**src/rtl/rxc_pkg.sv**
```systemverilog
// Shared constants for the dual-slot receive controller: slot state
// encodings and the register word map. Assumes word addressing.
package rxc_pkg;
    localparam logic [1:0] SLOT_EMPTY   = 2'd0;
    localparam logic [1:0] SLOT_LOADED  = 2'd1;
    localparam logic [1:0] SLOT_PENDING = 2'd2;

    localparam int ADR_SETUP  = 0;
    localparam int ADR_MDIO   = 1;
    localparam int ADR_STATE0 = 2;
    localparam int ADR_TXCNT  = 6;
    localparam int NUM_REGS   = 7;
endpackage

```
**src/rtl/rxc_len_calc.sv**
```systemverilog
// Computes the stored frame length from a payload byte count: pads up to
// the minimum payload, adds the framing overhead, and flags payloads that
// would not fit the slot buffer. Purely combinational.
module rxc_len_calc #(
    parameter int LEN_W       = 16,
    parameter int CNT_W       = 12,
    parameter int BUF_BYTES   = 2048,
    parameter int OVERHEAD    = 12,
    parameter int MIN_PAYLOAD = 60
) (
    input  logic [LEN_W-1:0] pay_len,
    output logic [CNT_W-1:0] frame_len,
    output logic             too_big
);
    logic [31:0] ext_len;
    logic [31:0] padded;
    logic [31:0] total;

    // Pad, add overhead and compare against the buffer size.
    always_comb begin
        ext_len   = 32'(pay_len);
        padded    = (ext_len < 32'(MIN_PAYLOAD)) ? 32'(MIN_PAYLOAD) : ext_len;
        total     = padded + 32'(OVERHEAD);
        too_big   = (ext_len + 32'(OVERHEAD)) > 32'(BUF_BYTES);
        frame_len = total[CNT_W-1:0];
    end
endmodule

```
**src/rtl/rxc_arbiter.sv**
```systemverilog
// Commits an arriving frame to the lowest-index loaded slot and holds that
// choice until the frame ends. Assumes frm_start and frm_done are pulses
// from the MAC; a start with no loaded slot leaves nothing committed.
module rxc_arbiter #(
    parameter int NSLOT = 2,
    localparam int SEL_W = (NSLOT > 1) ? $clog2(NSLOT) : 1
) (
    input  logic             clk,
    input  logic             rst_n,
    input  logic             frm_start,
    input  logic             frm_done,
    input  logic [NSLOT-1:0] slot_loaded,
    output logic             act_q,
    output logic [SEL_W-1:0] sel_q
);
    logic             any_loaded;
    logic [SEL_W-1:0] first_idx;

    // Fixed-priority search, lowest index wins.
    always_comb begin
        any_loaded = 1'b0;
        first_idx  = '0;
        for (int i = NSLOT - 1; i >= 0; i--) begin
            if (slot_loaded[i]) begin
                any_loaded = 1'b1;
                first_idx  = SEL_W'(i);
            end
        end
    end

    // Commit on start, release on done.
    always_ff @(posedge clk) begin
        if (!rst_n) begin
            act_q <= 1'b0;
            sel_q <= '0;
        end else if (frm_start) begin
            act_q <= any_loaded;
            sel_q <= first_idx;
        end else if (frm_done) begin
            act_q <= 1'b0;
        end
    end


    slot0_priority_chk: assert property (@(posedge clk) disable iff (!rst_n)
        frm_start && slot_loaded[0] |=> act_q && (sel_q == '0));

    no_slot_drop_chk: assert property (@(posedge clk) disable iff (!rst_n)
        frm_start && (slot_loaded == '0) |=> !act_q);

    commit_hold_chk: assert property (@(posedge clk) disable iff (!rst_n)
        act_q && !frm_start && !frm_done |=> act_q && $stable(sel_q));
endmodule

```
**src/rtl/rxc_slot.sv**
```systemverilog
// One receive slot: a state register and a byte-count register, written by
// software through the register bus and by the hardware on frame completion.
// Assumes a completion and a software write to the same register in one
// cycle resolve in favour of the completion.
module rxc_slot #(
    parameter int IDX   = 0,
    parameter int CNT_W = 12,
    parameter int ADR_W = 4
) (
    input  logic             clk,
    input  logic             rst_n,
    input  logic             bus_wr,
    input  logic [ADR_W-1:0] bus_addr,
    input  logic [31:0]      bus_wdata,
    input  logic             hw_cmp,
    input  logic [CNT_W-1:0] hw_len,
    output logic [1:0]       state_q,
    output logic [CNT_W-1:0] count_q
);
    import rxc_pkg::*;

    localparam logic [ADR_W-1:0] ST_ADR  = ADR_W'(ADR_STATE0 + 2 * IDX);
    localparam logic [ADR_W-1:0] CNT_ADR = ADR_W'(ADR_STATE0 + 2 * IDX + 1);

    // State register: completion marks pending, else software write.
    always_ff @(posedge clk) begin
        if (!rst_n)
            state_q <= SLOT_EMPTY;
        else if (hw_cmp)
            state_q <= SLOT_PENDING;
        else if (bus_wr && bus_addr == ST_ADR)
            state_q <= bus_wdata[1:0];
    end

    // Count register: completion stores length, else software write.
    always_ff @(posedge clk) begin
        if (!rst_n)
            count_q <= '0;
        else if (hw_cmp)
            count_q <= hw_len;
        else if (bus_wr && bus_addr == CNT_ADR)
            count_q <= bus_wdata[CNT_W-1:0];
    end


    complete_sets_pending_chk: assert property (@(posedge clk) disable iff (!rst_n)
        hw_cmp |=> (state_q == SLOT_PENDING) && (count_q == $past(hw_len)));
endmodule

```
**src/rtl/rxbuf_dual_slot_ctrl.sv**
```systemverilog
// Top of the dual-slot receive controller: register file, slot arbitration,
// length computation, interrupt and can-receive flags. Assumes single-cycle
// 32-bit register accesses with combinational read data.
module rxbuf_dual_slot_ctrl #(
    parameter int ADR_W       = 4,
    parameter int LEN_W       = 16,
    parameter int BUF_BYTES   = 2048,
    parameter int OVERHEAD    = 12,
    parameter int MIN_PAYLOAD = 60,
    localparam int NSLOT = 2,
    localparam int CNT_W = $clog2(BUF_BYTES) + 1,
    localparam int SEL_W = 1
) (
    input  logic             clk,
    input  logic             rst_n,
    input  logic             bus_wr,
    input  logic [ADR_W-1:0] bus_addr,
    input  logic [31:0]      bus_wdata,
    output logic [31:0]      bus_rdata,
    input  logic             frm_start,
    input  logic             frm_done,
    input  logic [LEN_W-1:0] frm_len,
    output logic             cur_valid,
    output logic [SEL_W-1:0] cur_slot,
    output logic             can_rx,
    output logic             rx_irq
);
    import rxc_pkg::*;

    logic [31:0]      setup_q, mdio_q, txcnt_q;
    logic [1:0]       st     [NSLOT];
    logic [CNT_W-1:0] cnt    [NSLOT];
    logic [NSLOT-1:0] loaded, pending, cmp;
    logic [CNT_W-1:0] frame_len;
    logic             too_big;
    logic             accept;

    rxc_len_calc #(
        .LEN_W(LEN_W), .CNT_W(CNT_W), .BUF_BYTES(BUF_BYTES),
        .OVERHEAD(OVERHEAD), .MIN_PAYLOAD(MIN_PAYLOAD)
    ) u_len (
        .pay_len(frm_len), .frame_len(frame_len), .too_big(too_big)
    );

    rxc_arbiter #(.NSLOT(NSLOT)) u_arb (
        .clk(clk), .rst_n(rst_n), .frm_start(frm_start), .frm_done(frm_done),
        .slot_loaded(loaded), .act_q(cur_valid), .sel_q(cur_slot)
    );

    // Completion is taken only for a committed, fitting frame.
    assign accept = frm_done && cur_valid && !too_big;

    for (genvar g = 0; g < NSLOT; g++) begin : g_slot
        assign cmp[g]     = accept && (cur_slot == SEL_W'(g));
        assign loaded[g]  = (st[g] == SLOT_LOADED);
        assign pending[g] = (st[g] == SLOT_PENDING);

        rxc_slot #(.IDX(g), .CNT_W(CNT_W), .ADR_W(ADR_W)) u_slot (
            .clk(clk), .rst_n(rst_n), .bus_wr(bus_wr), .bus_addr(bus_addr),
            .bus_wdata(bus_wdata), .hw_cmp(cmp[g]), .hw_len(frame_len),
            .state_q(st[g]), .count_q(cnt[g])
        );
    end

    assign can_rx = |loaded;
    assign rx_irq = |pending;

    // Plain control words kept for neighbouring logic.
    always_ff @(posedge clk) begin
        if (!rst_n) begin
            setup_q <= '0;
            mdio_q  <= '0;
            txcnt_q <= '0;
        end else if (bus_wr) begin
            if (bus_addr == ADR_W'(ADR_SETUP)) setup_q <= bus_wdata;
            if (bus_addr == ADR_W'(ADR_MDIO))  mdio_q  <= bus_wdata;
            if (bus_addr == ADR_W'(ADR_TXCNT)) txcnt_q <= bus_wdata;
        end
    end

    // Read mux over the seven-word map; everything else reads zero.
    always_comb begin
        bus_rdata = '0;
        if (bus_addr == ADR_W'(ADR_SETUP)) bus_rdata = setup_q;
        if (bus_addr == ADR_W'(ADR_MDIO))  bus_rdata = mdio_q;
        if (bus_addr == ADR_W'(ADR_TXCNT)) bus_rdata = txcnt_q;
        for (int i = 0; i < NSLOT; i++) begin
            if (bus_addr == ADR_W'(ADR_STATE0 + 2 * i))
                bus_rdata = {30'd0, st[i]};
            if (bus_addr == ADR_W'(ADR_STATE0 + 2 * i + 1))
                bus_rdata = {{(32 - CNT_W){1'b0}}, cnt[i]};
        end
    end


    reject_keeps_slot_chk: assert property (@(posedge clk) disable iff (!rst_n)
        frm_done && cur_valid && too_big && !bus_wr
        |=> $stable(st[0]) && $stable(st[1]) && $stable(cnt[0]) && $stable(cnt[1]));

    drop_keeps_slots_chk: assert property (@(posedge clk) disable iff (!rst_n)
        frm_done && !cur_valid && !bus_wr
        |=> $stable(st[0]) && $stable(st[1]) && $stable(cnt[0]) && $stable(cnt[1]));

    outside_write_ignored_chk: assert property (@(posedge clk) disable iff (!rst_n)
        bus_wr && (bus_addr >= ADR_W'(NUM_REGS)) && !frm_done
        |=> $stable(setup_q) && $stable(mdio_q) && $stable(txcnt_q)
            && $stable(st[0]) && $stable(st[1]) && $stable(cnt[0]) && $stable(cnt[1]));

    irq_rise_cause_chk: assert property (@(posedge clk) disable iff (!rst_n)
        $rose(rx_irq) |-> $past(frm_done) || $past(bus_wr));
endmodule

```
**config.mk**
```make
export PLATFORM = sky130hd
export DESIGN_NAME = rxbuf_dual_slot_ctrl
export DESIGN_NICKNAME = d
export VERILOG_FILES = /design/src/rtl/rxc_pkg.sv /design/src/rtl/rxc_len_calc.sv /design/src/rtl/rxc_arbiter.sv /design/src/rtl/rxc_slot.sv /design/src/rtl/rxbuf_dual_slot_ctrl.sv
export SDC_FILE = /design/constraint.sdc
export NUM_CORES = 1
export LEC_CHECK = 0
export BUFFER_PORTS_ARGS = -buffer_cell sky130_fd_sc_hd__buf_2
export CAP_MARGIN = 40
export CORE_AREA = 2 2 119 121
export DETAILED_ROUTE_END_ITERATION = 16
export DIE_AREA = 0 0 121 123
export GPL_TIMING_DRIVEN = 0
export HOLD_SLACK_MARGIN = 0.12
export SLEW_MARGIN = 5
export SYNTH_ARGS = -nofsm -noshare
export SYNTH_HDL_FRONTEND = slang
export SYNTH_SLANG_ARGS = --single-unit
```
**constraint.sdc**
```tcl
create_clock -name clk -period 2.1 [get_ports clk]
set_input_delay 0.105 -clock clk [delete_from_list [all_inputs] [get_ports clk]]
set_output_delay 0.105 -clock clk [all_outputs]
set_load 0.02 [all_outputs]
```
After elaboration in Yosys (flattened, before gate mapping) --
Index checks and enable logic that the tools add are counted.
Storage, ports and cells: flip-flop bits (word level) 126, input bits 57, output and inout port bits 36
Operators by class: $add $sub $neg 2, $lt $le $gt $ge 2, equal/unequal tests 10, muxes and demuxes 21, bitwise gates (word level) 2, reductions and logical operators 22
Operator list (number):
- two-way mux 32 bit | 7
- two-way mux 12 bit | 5
- > comparator 32 x 12 -> 1 bit, second input constant | 1
- adder 16 x 4 -> 17 bit, second input constant | 1
- < comparator 16 x 6 -> 1 bit, second input constant | 1
- adder 12 x 4 -> 12 bit, second input constant | 1
- equality test 4 x 3 -> 1 bit, second input constant | 3
- nonzero test 2 bit | 5
- equality test 4 x 2 -> 1 bit, second input constant | 2
- logical AND 1 bit | 8
- two-way mux 2 bit | 4
- OR reduction 2 bit | 4
- AND reduction 2 bit | 3
- two-way mux 1 bit | 5
- equality test 2 x 1 -> 1 bit, second input constant | 2
- equality test 2 bit, second input constant | 2
- equality test 4 x 1 -> 1 bit, second input constant | 1
- logical NOT 4 bit | 1
- NOT 1 bit | 2
- logical NOT 1 bit | 1

Logic depth before layout (Yosys ltp) --
Gate-level depths: netlist of run 1.
depth in word-level cells 8, gate-level depth with buffers 9, depth with buffers taken out 8

Hierarchy --
A second synthesis of run 1 with hierarchy kept.
Second synthesis, totals: cell total of the unflattened synthesis 788, area total of the unflattened synthesis 6513.7 um2
By module, submodules not included:
- rxbuf_dual_slot_ctrl | times used 1, cells each 586, area each 4690.7 um2
- rxc_slot | times used 2, cells each 79, area each 755.7 um2
- rxc_len_calc | times used 1, cells each 36, area each 230.2 um2
- rxc_arbiter | times used 1, cells each 8, area each 81.3 um2

Least setup slack after synthesis of run 1 --
OpenSTA, ideal clock, no wires.
path type input -> register, start in frm_len[14], end reg g_slot[1].u_slot.count_q[10], library setup time 0.117 ns, data arrival time 1.557 ns, required time 1.983 ns, path slack 0.426 ns, stages 8, buffers on the path 0, cells stage by stage nor3_1 and4_1 nor2_1 ha_1 nor3_1 xor2_1 and2_1 a22o_1
On the way: cells in the longest elaborated chain, start to end 6, elaborated cells on any way between the ends 10
RTL lines:
- from (decl) | line rxbuf_dual_slot_ctrl.sv:22 | input logic [LEN_W-1:0] frm_len,
- adder 16 x 4 -> 17 bit | line rxc_len_calc.sv:24 | too_big = (ext_len + 32'(OVERHEAD)) > 32'(BUF_BYTES);
- > comparator 32 x 12 -> 1 bit | line rxc_len_calc.sv:24
- logical NOT 1 bit | line rxbuf_dual_slot_ctrl.sv:51 | assign accept = frm_done && cur_valid && !too_big;
- logical AND 1 bit | line rxbuf_dual_slot_ctrl.sv:51
- logical AND 1 bit | line rxbuf_dual_slot_ctrl.sv:54 | assign cmp[g] = accept && (cur_slot == SEL_W'(g));
- two-way mux 12 bit or nonzero test 2 bit (tied branches)
- to (signal assigned) | line rxc_slot.sv:40 | count_q <= hw_len;
- to (signal assigned) | line rxc_slot.sv:42 | count_q <= bus_wdata[CNT_W-1:0];
- to (decl) | line rxc_slot.sv:18 | output logic [CNT_W-1:0] count_q
Parallel ways exist; a longest one is shown, timed or not. A chain may end at the register's enable or synchronous reset.

Worst setup path in the final report of run 1 --
start in frm_len[0], end reg g_slot[0].u_slot.count_q[4]
On the way: cells in the longest elaborated chain, start to end 6, elaborated cells on any way between the ends 10
RTL lines (line):
- adder 16 x 4 -> 17 bit | rxc_len_calc.sv:24
- > comparator 32 x 12 -> 1 bit | rxc_len_calc.sv:24
- logical NOT 1 bit | rxbuf_dual_slot_ctrl.sv:51
- logical AND 1 bit | rxbuf_dual_slot_ctrl.sv:51
- logical AND 1 bit | rxbuf_dual_slot_ctrl.sv:54
- two-way mux 12 bit or nonzero test 2 bit (tied branches)
- to (signal assigned) | rxc_slot.sv:40
- to (signal assigned) | rxc_slot.sv:42
- to (decl) | rxc_slot.sv:18
Parallel ways exist; a longest one is shown, timed or not.

==> key figures, run 1 <==
Setup path
  – Arrival @ worst endpoint: about 2.4 ns
  – CP endpoint kind: flop
  – Critical path, cell by cell: dlygate4sd3_1 -> buf_2 -> nor4b_2 -> nor4_2 -> nor4_2 -> buf_2 -> o21ai_0 -> a21oi_1
  – Startpoint Class: input pin
  – Critical path class: in -> reg
  – CP required: between 2 and 2.5 ns
  – Slowest stage delay, CP: about 0.53 ns
  – FF-to-FF setup slack: just under 0.5 ns
  – CP max FO: 10
  – Crit-path slowest cell: dlygate4sd3_1

Placed design
  – Placed cells: slightly above 1000
  – Final HPWL from detailed placement: 12900 µm
  – Final Wtd Congestion: between 0.8 and 0.9
  – Buffers on Ports: slightly below 90

Synth
  – Flops & latches, synth: between 100 and 150
  – Distinct cells, synth: between 40 and 50
  – Register area share after synthesis: 0.419
  – Mapped cell area: roughly 0.006 mm²
  – Async set or reset register ratio after synthesis: 0
  – Synth Flop Type: dfxtp_1
  – Synth top area cells: dfxtp_1, nand2_1, a21boi_0
  – Post-synthesis net count: 811
  – Top cell type's share of synthesized area: 0.419
  – Syn Inst Count: ~750
  – Top cells by count, synth: nand2_1, dfxtp_1, a21boi_0
  – Synth area leader: dfxtp_1
  – Top-count cell post-synth: nand2_1
  – Number of flops mapped to enable cells by yosys: 0
  – Synth Area per Inst: roughly 8 µm²
  – YS warnings: 0

Drt
  – WL final: ~19000 µm
  – Remaining antenna violation count after routing: 0
  – Via count: between 5000 and 6000
  – Initial DRC count: roughly 470
  – DRC violations left: 0
  – Routed len/inst: about 17 µm
  – Via/cell ratio: about 5.4
  – Pre-antenna DRT Iters: 6

Layout
  – Nets@finish: around 960
  – # fillers: roughly 1300
  – Antenna diodes: 0
  – Register Area: between 0.002 and 0.003 mm²
  – Share of cells above drive strength 1: 0.186
  – Multi-input logic area: roughly 0.0031 mm²
  – Area growth syn-to-layout: 29.0%
  – Layout Cells excl Fill: roughly 1100

Clock tree
  – Clock transition at path regs: roughly 0.06 ns
  – Max Buffers Root-to-Sink: 2
  – Setup bufs post-CTS: 0
  – CTS Sinks: approximately 130
  – Num CTS Buffers: 17
  – H-tree Lvls: 4
  – Clk root buf: clkbuf_16
  – CTS tree: built
  – Clock latency at the later pin of the worst-skew pair: between 0.4 and 0.5 ns

Power and ir drop
  – Lkg Pwr: roughly 3.1 nW
  – Pwr Density: 808 mW/mm²
  – Peak supply drop: ~620 µV

STA
  – Final Setup Violations: 0
  – Number of failing hold endpoints at the final stage: 0
  – Tcrit/Tclk final: 0.955
  – Max Fclk: ~500 MHz
  – Tmin final: between 2 and 2.5 ns
  – RSZ-0062 raised after global routing: false
  – Slew margin rel.: 0.552
  – Setup_tns: 0 ns
  – Clock Skews: between 0.002 and 0.0025 ns
  – Slew of the pin with the lowest slew margin: roughly 0.67 ns
  – Slew Viols, Final: 0

Floorplan
  – Core area: 0.0136 mm²
  – Starting density of the core: 0.442
  – Top Ports: 93
  – Die area: about 0.015 mm²
  – Die X: approximately 120 µm
  – DIE HEIGHT: between 100 and 150 µm
  – Site Rows: 43

Global route
  – GRT Total Usage: 0.260
  – Grt total ovfl: 0
  – Largest net degree at the start of global routing: 17
  – Initial antenna violation count: 0
  – Vias in the first global route: 5789
  – First-pass GRT wire length: between 30000 and 40000 µm

Job
  – Max-cap violations: 0

Outcome
  – Status: completed

Worst hold path
  – HP Class: in -> reg
-- metrics by stage --
stage	power [mW]	util	setup slack (ns)	hold slack [ns]	instance area, µm²
CTS	6.29	0.569	0.0175	0.156	7750
global placement	2.85	0.491	0.0369	0.366	6690
finish	6.28	0.571	0.0945	0.179	7770
global route	6.44	0.571	0.0328	0.188	7770
detailed placement	2.86	0.491	0.0277	0.376	6690
floorplan	2.69	-	0.426	0.240	6020
-- layout by cell type, fill, tap and decap left out, types with 16 or more instances in the layout --
master / instances
nand3_1: 42
nand2_1: 234
clkbuf_16: 17
dlygate4sd3_1: 38
o21ai_0: 16
clkbuf_1: 38
dfxtp_1: 126
inv_1: 24
buf_2: 104
a22oi_1: 21
a21boi_0: 84
a222oi_1: 21
-- final timing paths --
check              startpoint                     endpoint  depth (start not counted)
setup reg to reg  u_arb.sel_q  g_slot[0].u_slot.count_q[4]                          4
hold reg to reg   setup_q[14]                  setup_q[14]                          2
setup / recovery   frm_len[0]  g_slot[0].u_slot.count_q[4]                          8
hold / removal     frm_len[2]  g_slot[0].u_slot.count_q[2]                          3
-- registers in the layout, indices dropped and copies added (netlist names) --
signal                 flops
g_slot.u_slot.count_q     24
g_slot.u_slot.state_q      4
u_arb.act_q                1
mdio_q                    32
setup_q                   32
u_arb.sel_q                1
txcnt_q                   32
-- logic make-up after synthesis --
kind of cell / share of synthesized area
DFF: 0.419
AOI/OAI and AO/OA: 0.239
xor gates and xnor gates: 0.0102
adders and majority gates: 0.00208
muxes: 0.0253
buffers and inverters: 0.0619
and+or+nand+nor: 0.242
-- worst max-delay path: cells and delay by family --
| family | cells | cell delay [ns] |
|---|---|---|
| AOI/OAI and AO/OA | 2 | 0.29 |
| and+or+nand+nor | 3 | 0.95 |
| buffers and inverters | 3 | 1.01 |
-- routing by layer --
layer | track usage | vias to the layer above | routed length [µm]
li1 | - | 2886 | -
met3 | 0.0498 | 24 | 1150
met4 | 0.0894 | 0 | 323
met5 | 0 | - | 0
met2 | 0.447 | 197 | 9090
met1 | 0.328 | 2797 | 8070
-- repair_timing --
item	4_1_cts	5_1_grt
setup endpoints to repair	0	8
hold buffers	38	0
resized for setup	0	8
hold endpoints to repair	109	0
-- area by class of cell --
cell class | instances | area share
tap | 180 | 0.0290
buffer | 62 | 0.0366
clock buffer | 21 | 0.0606
clock inverter | 11 | 0.0271
sequential | 126 | 0.325
inverter | 24 | 0.0116
timing repair buffer | 126 | 0.106
multi-input combinational | 541 | 0.405
-- power breakdown --
part           internal, mW  total [mW]  switching (mW)
Clock                  2.31        3.41            1.09
Combinational         0.184       0.435           0.251
Sequential             2.42        2.44          0.0166
Note: power is estimated with default switching activity, not from simulation.
==> run 2, diff against run 1 <==
--- a/config.mk
+++ b/config.mk
@@ -5,13 +5,17 @@
 export SDC_FILE = /design/constraint.sdc
 export NUM_CORES = 1
 export LEC_CHECK = 0
+export ABC_AREA = 1
 export BUFFER_PORTS_ARGS = -buffer_cell sky130_fd_sc_hd__buf_2
 export CAP_MARGIN = 40
-export CORE_AREA = 2 2 119 121
+export CELL_PAD_IN_SITES_DETAIL_PLACEMENT = 1
+export CELL_PAD_IN_SITES_GLOBAL_PLACEMENT = 1
+export CORE_AREA = 2 2 126 128
 export DETAILED_ROUTE_END_ITERATION = 16
-export DIE_AREA = 0 0 121 123
+export DIE_AREA = 0 0 128 130
 export GPL_TIMING_DRIVEN = 0
 export HOLD_SLACK_MARGIN = 0.12
+export PLACE_DENSITY_LB_ADDON = 0.1
 export SLEW_MARGIN = 5
 export SYNTH_ARGS = -nofsm -noshare
 export SYNTH_HDL_FRONTEND = slang
==> key figures, run 2 <==
Power and ir drop
  – Clock power frac: 0.530 (-0.012)
  – Lkg Pwr: 3.19 nW (+2.2%)
  – Pwr Total: 6.29 mW (+0.11%)
  – Pwr Density: 798 mW/mm² (-1.3%)
  – Switching Power: 1.55 mW (+14%)
  – Sequential power share: 0.389 (about the same)
  – Internal power: 4.74 mW (-3.7%)
  – Switching Fraction: 0.246 (+0.0297)
  – Gate power share: 0.080 (+0.011)
  – Peak supply drop: 547 µV (-11%)

Synth
  – Top-count cell post-synth: nand2_1
  – Number of flops mapped to enable cells by yosys: 0 (unchanged)
  – Syn Inst Count: 893 (+19%)
  – Synth Flop Type: dfxtp_1
  – Top cell type's share of synthesized area: 0.410 (-0.00853)
  – Synth top area cells: dfxtp_1, a21oi_1, nand2_1
  – Synth Area per Inst: 6.88 µm² (-14%)
  – Distinct cells, synth: 36 (-22%)
  – Async set or reset register ratio after synthesis: 0 (unchanged)
  – Flops & latches, synth: 126 (unchanged)
  – Top cells by count, synth: nand2_1, a21oi_1, dfxtp_1
  – Register area share after synthesis: 0.410 (-0.00853)
  – Post-synthesis net count: 951 (+17%)
  – Synth area leader: dfxtp_1
  – Mapped cell area: 0.00615 mm² (+2.1%)
  – YS warnings: 0 (unchanged)

Drt
  – DRC violations left: 0 (unchanged)
  – Via/cell ratio: 5.32 (-1.7%)
  – Remaining antenna violation count after routing: 0 (unchanged)
  – WL final: 21900 µm (+18%)
  – Initial DRC count: 374 (-20%)
  – Routed len/inst: 17.6 µm (+3.2%)
  – Via count: 6622 (+12%)
  – Pre-antenna DRT Iters: 4 (-2)

Floorplan
  – Die area: 0.0166 mm² (+12%)
  – Core area: 0.0154 mm² (+13%)
  – DIE HEIGHT: 130 µm (+5.7%)
  – Top Ports: 93 (unchanged)
  – Starting density of the core: 0.399 (-0.0439)
  – Site Rows: 46 (+7.0%)
  – Die X: 128 µm (+5.8%)

Setup path
  – Startpoint Class: input pin
  – R2R depth: 10 (+6)
  – Critical path class: in -> out
  – CP required: 2.00 ns (-0.45 ns)
  – CP max FO: 10 (unchanged)
  – Delay-heaviest family, CP: buffers and inverters
  – Crit-path slowest cell: clkbuf_2
  – Slowest stage delay, CP: 0.33 ns (-0.20 ns)
  – FF-to-FF setup slack: 0.41 ns (-0.08 ns)
  – Most Frequent Cell on Critical Path: buf_2
  – Worst Path Buf+Inv: 5 (+2)
  – Arrival @ worst endpoint: 1.82 ns (-0.54 ns)
  – CP endpoint kind: output port
  – Critical R2R Launch: u_arb.act_q
  – Reg2reg end: g_slot[0].u_slot.count_q[2]
  – Critical path, cell by cell: buf_2 -> inv_1 -> or2_1 -> nor3_1 -> clkbuf_2 -> buf_2 -> a21oi_1 -> nand3_1 -> buf_2

Layout
  – Most common cell after layout, fill and taps aside: nand2_1
  – Most frequent cells in the layout: nand2_1, a21oi_1, dfxtp_1
  – # fillers: 2076 (+60%)
  – Register Area: 0.00252 mm² (unchanged)
  – Share of cells above drive strength 1: 0.151 (-0.0345)
  – Layout Cells excl Fill: 1245 (+14%)
  – Multi-input logic area: 0.00292 mm² (-7.3%)
  – Nets@finish: 1098 (+15%)
  – Top Registers: mdio_q: 32 flops, setup_q: 32 flops, txcnt_q: 32 flops
  – Area growth syn-to-layout: 28.2%
  – Antenna diodes: 0 (unchanged)

Global route
  – Vias in the first global route: 6819 (+18%)
  – Grt total ovfl: 0 (unchanged)
  – Initial antenna violation count: 0 (unchanged)
  – Largest net degree at the start of global routing: 17 (unchanged)
  – GRT Total Usage: 0.275 (+0.0148)
  – First-pass GRT wire length: 35500 µm (+18%)

Placed design
  – Final Wtd Congestion: 0.839 (+0.55%)
  – Buffers on Ports: 91 (+3.4%)
  – Placed cells: 1176 (+15%)
  – Final HPWL from detailed placement: 15400 µm (+19%)

STA
  – Final Setup Violations: 0 (unchanged)
  – Number of failing hold endpoints at the final stage: 0 (unchanged)
  – Slew of the pin with the lowest slew margin: 0.703 ns (+0.0317 ns)
  – Tmin final: 1.93 ns (-0.0787 ns)
  – Clock Skews: 0.00462 ns (+0.00261 ns)
  – Max Fclk: 519 MHz (+4.1%)
  – Setup_tns: 0 ns (unchanged)
  – Slew margin rel.: 0.531 (-0.0211)
  – Tcrit/Tclk final: 0.918 (-0.0375)
  – Slew Viols, Final: 0 (unchanged)
  – RSZ-0062 raised after global routing: false

Clock tree
  – Clock latency at the later pin of the worst-skew pair: 0.43 ns (about the same)
  – Clk root buf: clkbuf_16
  – Clock transition at path regs: 0.06 ns (about the same)
  – Setup bufs post-CTS: 0 (unchanged)
  – CTS tree: built
  – Max Buffers Root-to-Sink: 2 (unchanged)
  – CTS Sinks: 126 (unchanged)
  – H-tree Lvls: 4 (unchanged)
  – Num CTS Buffers: 17 (unchanged)

Job
  – Max-cap violations: 0 (unchanged)

Worst hold path
  – Min-delay src: frm_len[0]
  – Hold Crit Endpoint: g_slot[1].u_slot.count_q[0]
  – HP Class: in -> reg
  – WHS Path Cells: 5 (+2)

Outcome
  – Status: completed
-- run 2: changes by cell type after synthesis, sizes merged, moves of 12 or more --
cell	change
a222oi	-21
a21boi	-100
o221ai	+27
nand3	+19
inv	+97
a21oi	+119
nand4	+21
a22oi	-21
o22ai	+12
o21ai	+63
nor2	+53
nand2	-66
-- run 2: cells by family after synthesis --
family,Yosys count,synth area share
compound gates,259,0.234
xor+xnor,3,0.00428
fa+ha+maj,1,0.00204
buf+inv,180,0.116
flops,126,0.410
simple gates,324,0.233
-- run 2: worst max-delay path by stage --
stage	start	to	slack (ns)	cells past startpoint
final	bus_addr[2]	bus_rdata[2]	0.17	9
after global routing	frm_len[14]	g_slot[0].u_slot.count_q[8]	0.04	14
after CTS	bus_addr[2]	bus_rdata[25]	0.06	9
after detailed placement	frm_len[14]	g_slot[0].u_slot.count_q[10]	-0.14	12
after global placement	frm_len[14]	g_slot[0].u_slot.count_q[10]	-0.12	12
after floorplan	frm_len[14]	g_slot[0].u_slot.count_q[8]	0.41	13
-- run 2: power by group through the flow --
stage,clock (mW),sequential [mW],combinational [mW]
after floorplan,0,2.50,0.243
after global placement,0,2.50,0.441
after detailed placement,0,2.50,0.446
after CTS,3.37,2.45,0.503
after global routing,3.47,2.45,0.565
final,3.33,2.45,0.506
-- run 2: metrics by stage --
stage | hold WS (ns) | area, µm² | setup slack (ns) | util
6_report | 0.152 | 7880 | 0.173 | 0.511
5_1_grt | 0.181 | 7880 | 0.0406 | 0.511
4_1_cts | 0.140 | 7870 | 0.0615 | 0.510
3_5_place_dp | 0.385 | 6840 | -0.138 | 0.444
3_3_place_gp | 0.380 | 6840 | -0.121 | 0.444
2_1_floorplan | 0.250 | 6150 | 0.411 | -
-- run 2: cell type report --
| class | instances | area share |
|---|---|---|
| well taps | 192 | 0.0305 |
| repair buffers | 128 | 0.105 |
| inverters | 123 | 0.0586 |
| flip-flops and latches | 126 | 0.320 |
| plain buffers | 57 | 0.0326 |
| multi-input cells | 587 | 0.370 |
| clock inverters | 15 | 0.0295 |
| clock buffers | 17 | 0.0540 |
-- run 2: tightest hold or removal path, cell delays in order --
cell,delay [ns]
buf_2,0.11
nand2_1,0.09
nand4_1,0.10
nand2_1,0.06
a21oi_1,0.06
-- run 2: routing by layer --
layer | GRT usage | vias to the layer above | share of wire
met2 | 0.478 | 133 | 0.48
met1 | 0.343 | 3167 | 0.46
li1 | - | 3276 | -
met4 | 0.106 | 0 | 0.026
met5 | 0 | - | 0
met3 | 0.0443 | 46 | 0.033
-- run 2: timing repair --
| action | CTS | global route |
|---|---|---|
| gates resized for setup | 1 | 4 |
| setup endpoints to repair | 26 | 22 |
| endpoints found under the hold margin | 111 | 0 |
| hold buffers | 37 | 0 |
==> run 3, diff against run 2 <==
--- a/config.mk
+++ b/config.mk
@@ -10,9 +10,10 @@
 export CAP_MARGIN = 40
 export CELL_PAD_IN_SITES_DETAIL_PLACEMENT = 1
 export CELL_PAD_IN_SITES_GLOBAL_PLACEMENT = 1
-export CORE_AREA = 2 2 126 128
+export CORE_AREA = 2 2 90 179
+export CTS_CLUSTER_DIAMETER = 80
 export DETAILED_ROUTE_END_ITERATION = 16
-export DIE_AREA = 0 0 128 130
+export DIE_AREA = 0 0 92 181
 export GPL_TIMING_DRIVEN = 0
 export HOLD_SLACK_MARGIN = 0.12
 export PLACE_DENSITY_LB_ADDON = 0.1
==> key figures, run 3 (same netlist as run 2, synthesis figures left out) <==
Worst hold path
  – HP Class: in -> reg
  – Min-delay src: frm_len[1]
  – WHS Path Cells: 5 (unchanged)
  – Hold Crit Endpoint: g_slot[1].u_slot.count_q[1]

Global route
  – Met2 Usage GRT: 0.591 (+0.112)
  – Largest net degree at the start of global routing: 17 (unchanged)
  – GR Layer Usage met1: 0.248 (-0.0958)
  – Initial antenna violation count: 0 (unchanged)
  – First-pass GRT wire length: 36900 µm (+4.1%)
  – Grt met3 use: 0.0430 (-0.00133)
  – GRT Max-Usage Layer: met2
  – Grt total ovfl: 0 (unchanged)
  – GRT Total Usage: 0.289 (+0.0141)
  – Vias in the first global route: 7221 (+5.9%)

STA
  – Setup_tns: 0 ns (unchanged)
  – RSZ-0062 raised after global routing: false
  – Clock Skews: 0.00288 ns (-0.00174 ns)
  – Slew of the pin with the lowest slew margin: 0.711 ns (+0.00807 ns)
  – Hold_ws: 0.140 ns (-0.0121 ns)
  – Tmin final: 1.94 ns (+0.0170 ns)
  – Max Fclk: 514 MHz (-0.87%)
  – Number of failing hold endpoints at the final stage: 0 (unchanged)
  – Slew margin rel.: 0.526 (-0.00538)
  – Final Setup Violations: 0 (unchanged)
  – Tcrit/Tclk final: 0.926 (+0.00808)
  – Slew Viols, Final: 0 (unchanged)

Clock tree
  – Clock transition at path regs: 0.06 ns (about the same)
  – CTS tree: built
  – Max Buffers Root-to-Sink: 2 (unchanged)
  – Clock latency at the later pin of the worst-skew pair: 0.43 ns (about the same)
  – Num CTS Buffers: 17 (unchanged)
  – CTS Sinks: 126 (unchanged)
  – Clk root buf: clkbuf_16
  – H-tree Lvls: 4 (unchanged)

Layout
  – Nets@finish: 1098 (unchanged)
  – Share of cells above drive strength 1: 0.152 (+0.000950)
  – # fillers: 2029 (-2.3%)
  – Most frequent cells in the layout: nand2_1, a21oi_1, dfxtp_1
  – Top Registers: mdio_q: 32 flops, setup_q: 32 flops, txcnt_q: 32 flops
  – Area growth syn-to-layout: 27.3%
  – Antenna diodes: 0 (unchanged)
  – Most common cell after layout, fill and taps aside: nand2_1

Power and ir drop
  – Pwr Density: 757 mW/mm² (-5.1%)
  – Lkg Pwr: 3.15 nW (-1.3%)
  – Peak supply drop: 578 µV (+5.6%)

Floorplan
  – Starting density of the core: 0.404 (+0.00551)
  – Site Rows: 64 (+39%)
  – Top Ports: 93 (unchanged)
  – DIE HEIGHT: 181 µm (+39%)
  – Die area: 0.0167 mm² (about the same)
  – Core area: 0.0152 mm² (-1.4%)
  – Die X: 92 µm (-28%)

Placed design
  – Final HPWL from detailed placement: 17700 µm (+15%)
  – Final Wtd Congestion: 0.852 (+1.5%)
  – Buffers on Ports: 91 (unchanged)

Setup path
  – R2R depth: 10 (unchanged)
  – Reg2reg end: g_slot[0].u_slot.count_q[0]
  – Critical R2R Launch: u_arb.act_q
  – Delay-heaviest family, CP: buffers and inverters
  – Slowest stage delay, CP: 0.34 ns (about the same)
  – CP required: 2.00 ns (about the same)
  – FF-to-FF setup slack: 0.18 ns (-0.23 ns)
  – Arrival @ worst endpoint: 1.84 ns (+0.02 ns)
  – Critical path, cell by cell: buf_2 -> inv_1 -> or2_1 -> nor3_1 -> clkbuf_2 -> buf_2 -> a21oi_1 -> o221ai_1 -> buf_2
  – CP endpoint kind: output port
  – Critical path class: in -> out
  – Startpoint Class: input pin
  – CP max FO: 10 (unchanged)
  – Crit-path slowest cell: clkbuf_2
  – Worst Path Buf+Inv: 5 (unchanged)
  – Most Frequent Cell on Critical Path: buf_2

Drt
  – Pre-antenna DRT Iters: 4 (unchanged)
  – DRC violations left: 0 (unchanged)
  – Via/cell ratio: 5.41 (+1.8%)
  – Routed len/inst: 18.9 µm (+7.4%)
  – WL final: 23700 µm (+7.9%)
  – Remaining antenna violation count after routing: 0 (unchanged)
  – Initial DRC count: 222 (-41%)
  – Via count: 6771 (+2.3%)

Job
  – Max-cap violations: 0 (unchanged)

Outcome
  – Status: completed
-- run 3: worst min-delay path, stage by stage --
cell and delay [ns]:
buf_2 0.09, nand2_1 0.07, nand4_1 0.10, nand2_1 0.06
a21oi_1 0.10
-- run 3: power by group --
part           switching (mW)  internal, mW  leakage [nW]
Sequential             0.0154          2.43          1.02
Clock                    1.13          1.83         0.281
Combinational           0.342         0.176          1.85
-- run 3: timing repair --
item / 4_1_cts / 5_1_grt
gates resized for setup: 2 / 4
buffers inserted: 0 / 0
endpoints found under the setup margin: 25 / 12
endpoints found under the hold margin: 108 / 0
hold buffers: 37 / 0
-- run 3: final cells by class --
cell class | instances | area (µm²) | share of cell area
well taps | 198 | 248 | 0.0317
inverters | 123 | 462 | 0.0590
repair buffers | 128 | 826 | 0.106
plain buffers | 57 | 256 | 0.0328
clock inverters | 11 | 115 | 0.0147
flip-flops and latches | 126 | 2520 | 0.322
multi-input cells | 587 | 2930 | 0.374
clock buffers | 21 | 470 | 0.0601
-- run 3: worst max-delay path by stage --
stage                 from                          end  slack [ns]  cells past startpoint
6_report       bus_addr[2]                 bus_rdata[9]        0.16                      9
3_3_place_gp   frm_len[14]  g_slot[1].u_slot.count_q[8]       -0.33                     14
5_1_grt        frm_len[14]  g_slot[1].u_slot.count_q[8]       0.004                     14
2_1_floorplan  frm_len[14]  g_slot[0].u_slot.count_q[8]        0.41                     13
4_1_cts        bus_addr[2]                bus_rdata[15]        0.05                      9
3_5_place_dp   frm_len[14]  g_slot[1].u_slot.count_q[8]       -0.32                     14
-- run 3: routing by layer --
layer | part of all wire | vias to the layer above
met1 | 0.33 | 3252
met4 | 0.056 | 0
met3 | 0.030 | 70
met5 | 0 | -
met2 | 0.58 | 179
li1 | - | 3270
-- run 3: per-stage QoR --
| step | std cells | utilization | setup WS [ns] | instance area (µm²) | total power [mW] |
|---|---|---|---|---|---|
| floorplan | 893 | - | 0.411 | 6150 | 2.74 |
| global placement | 1182 | 0.450 | -0.328 | 6850 | 2.95 |
| detailed placement | 1182 | 0.450 | -0.323 | 6850 | 2.96 |
| CTS | 1251 | 0.513 | 0.0534 | 7810 | 5.93 |
| global route | 1251 | 0.514 | 0.00431 | 7830 | 6.09 |
| finish | 1251 | 0.514 | 0.156 | 7830 | 5.93 |
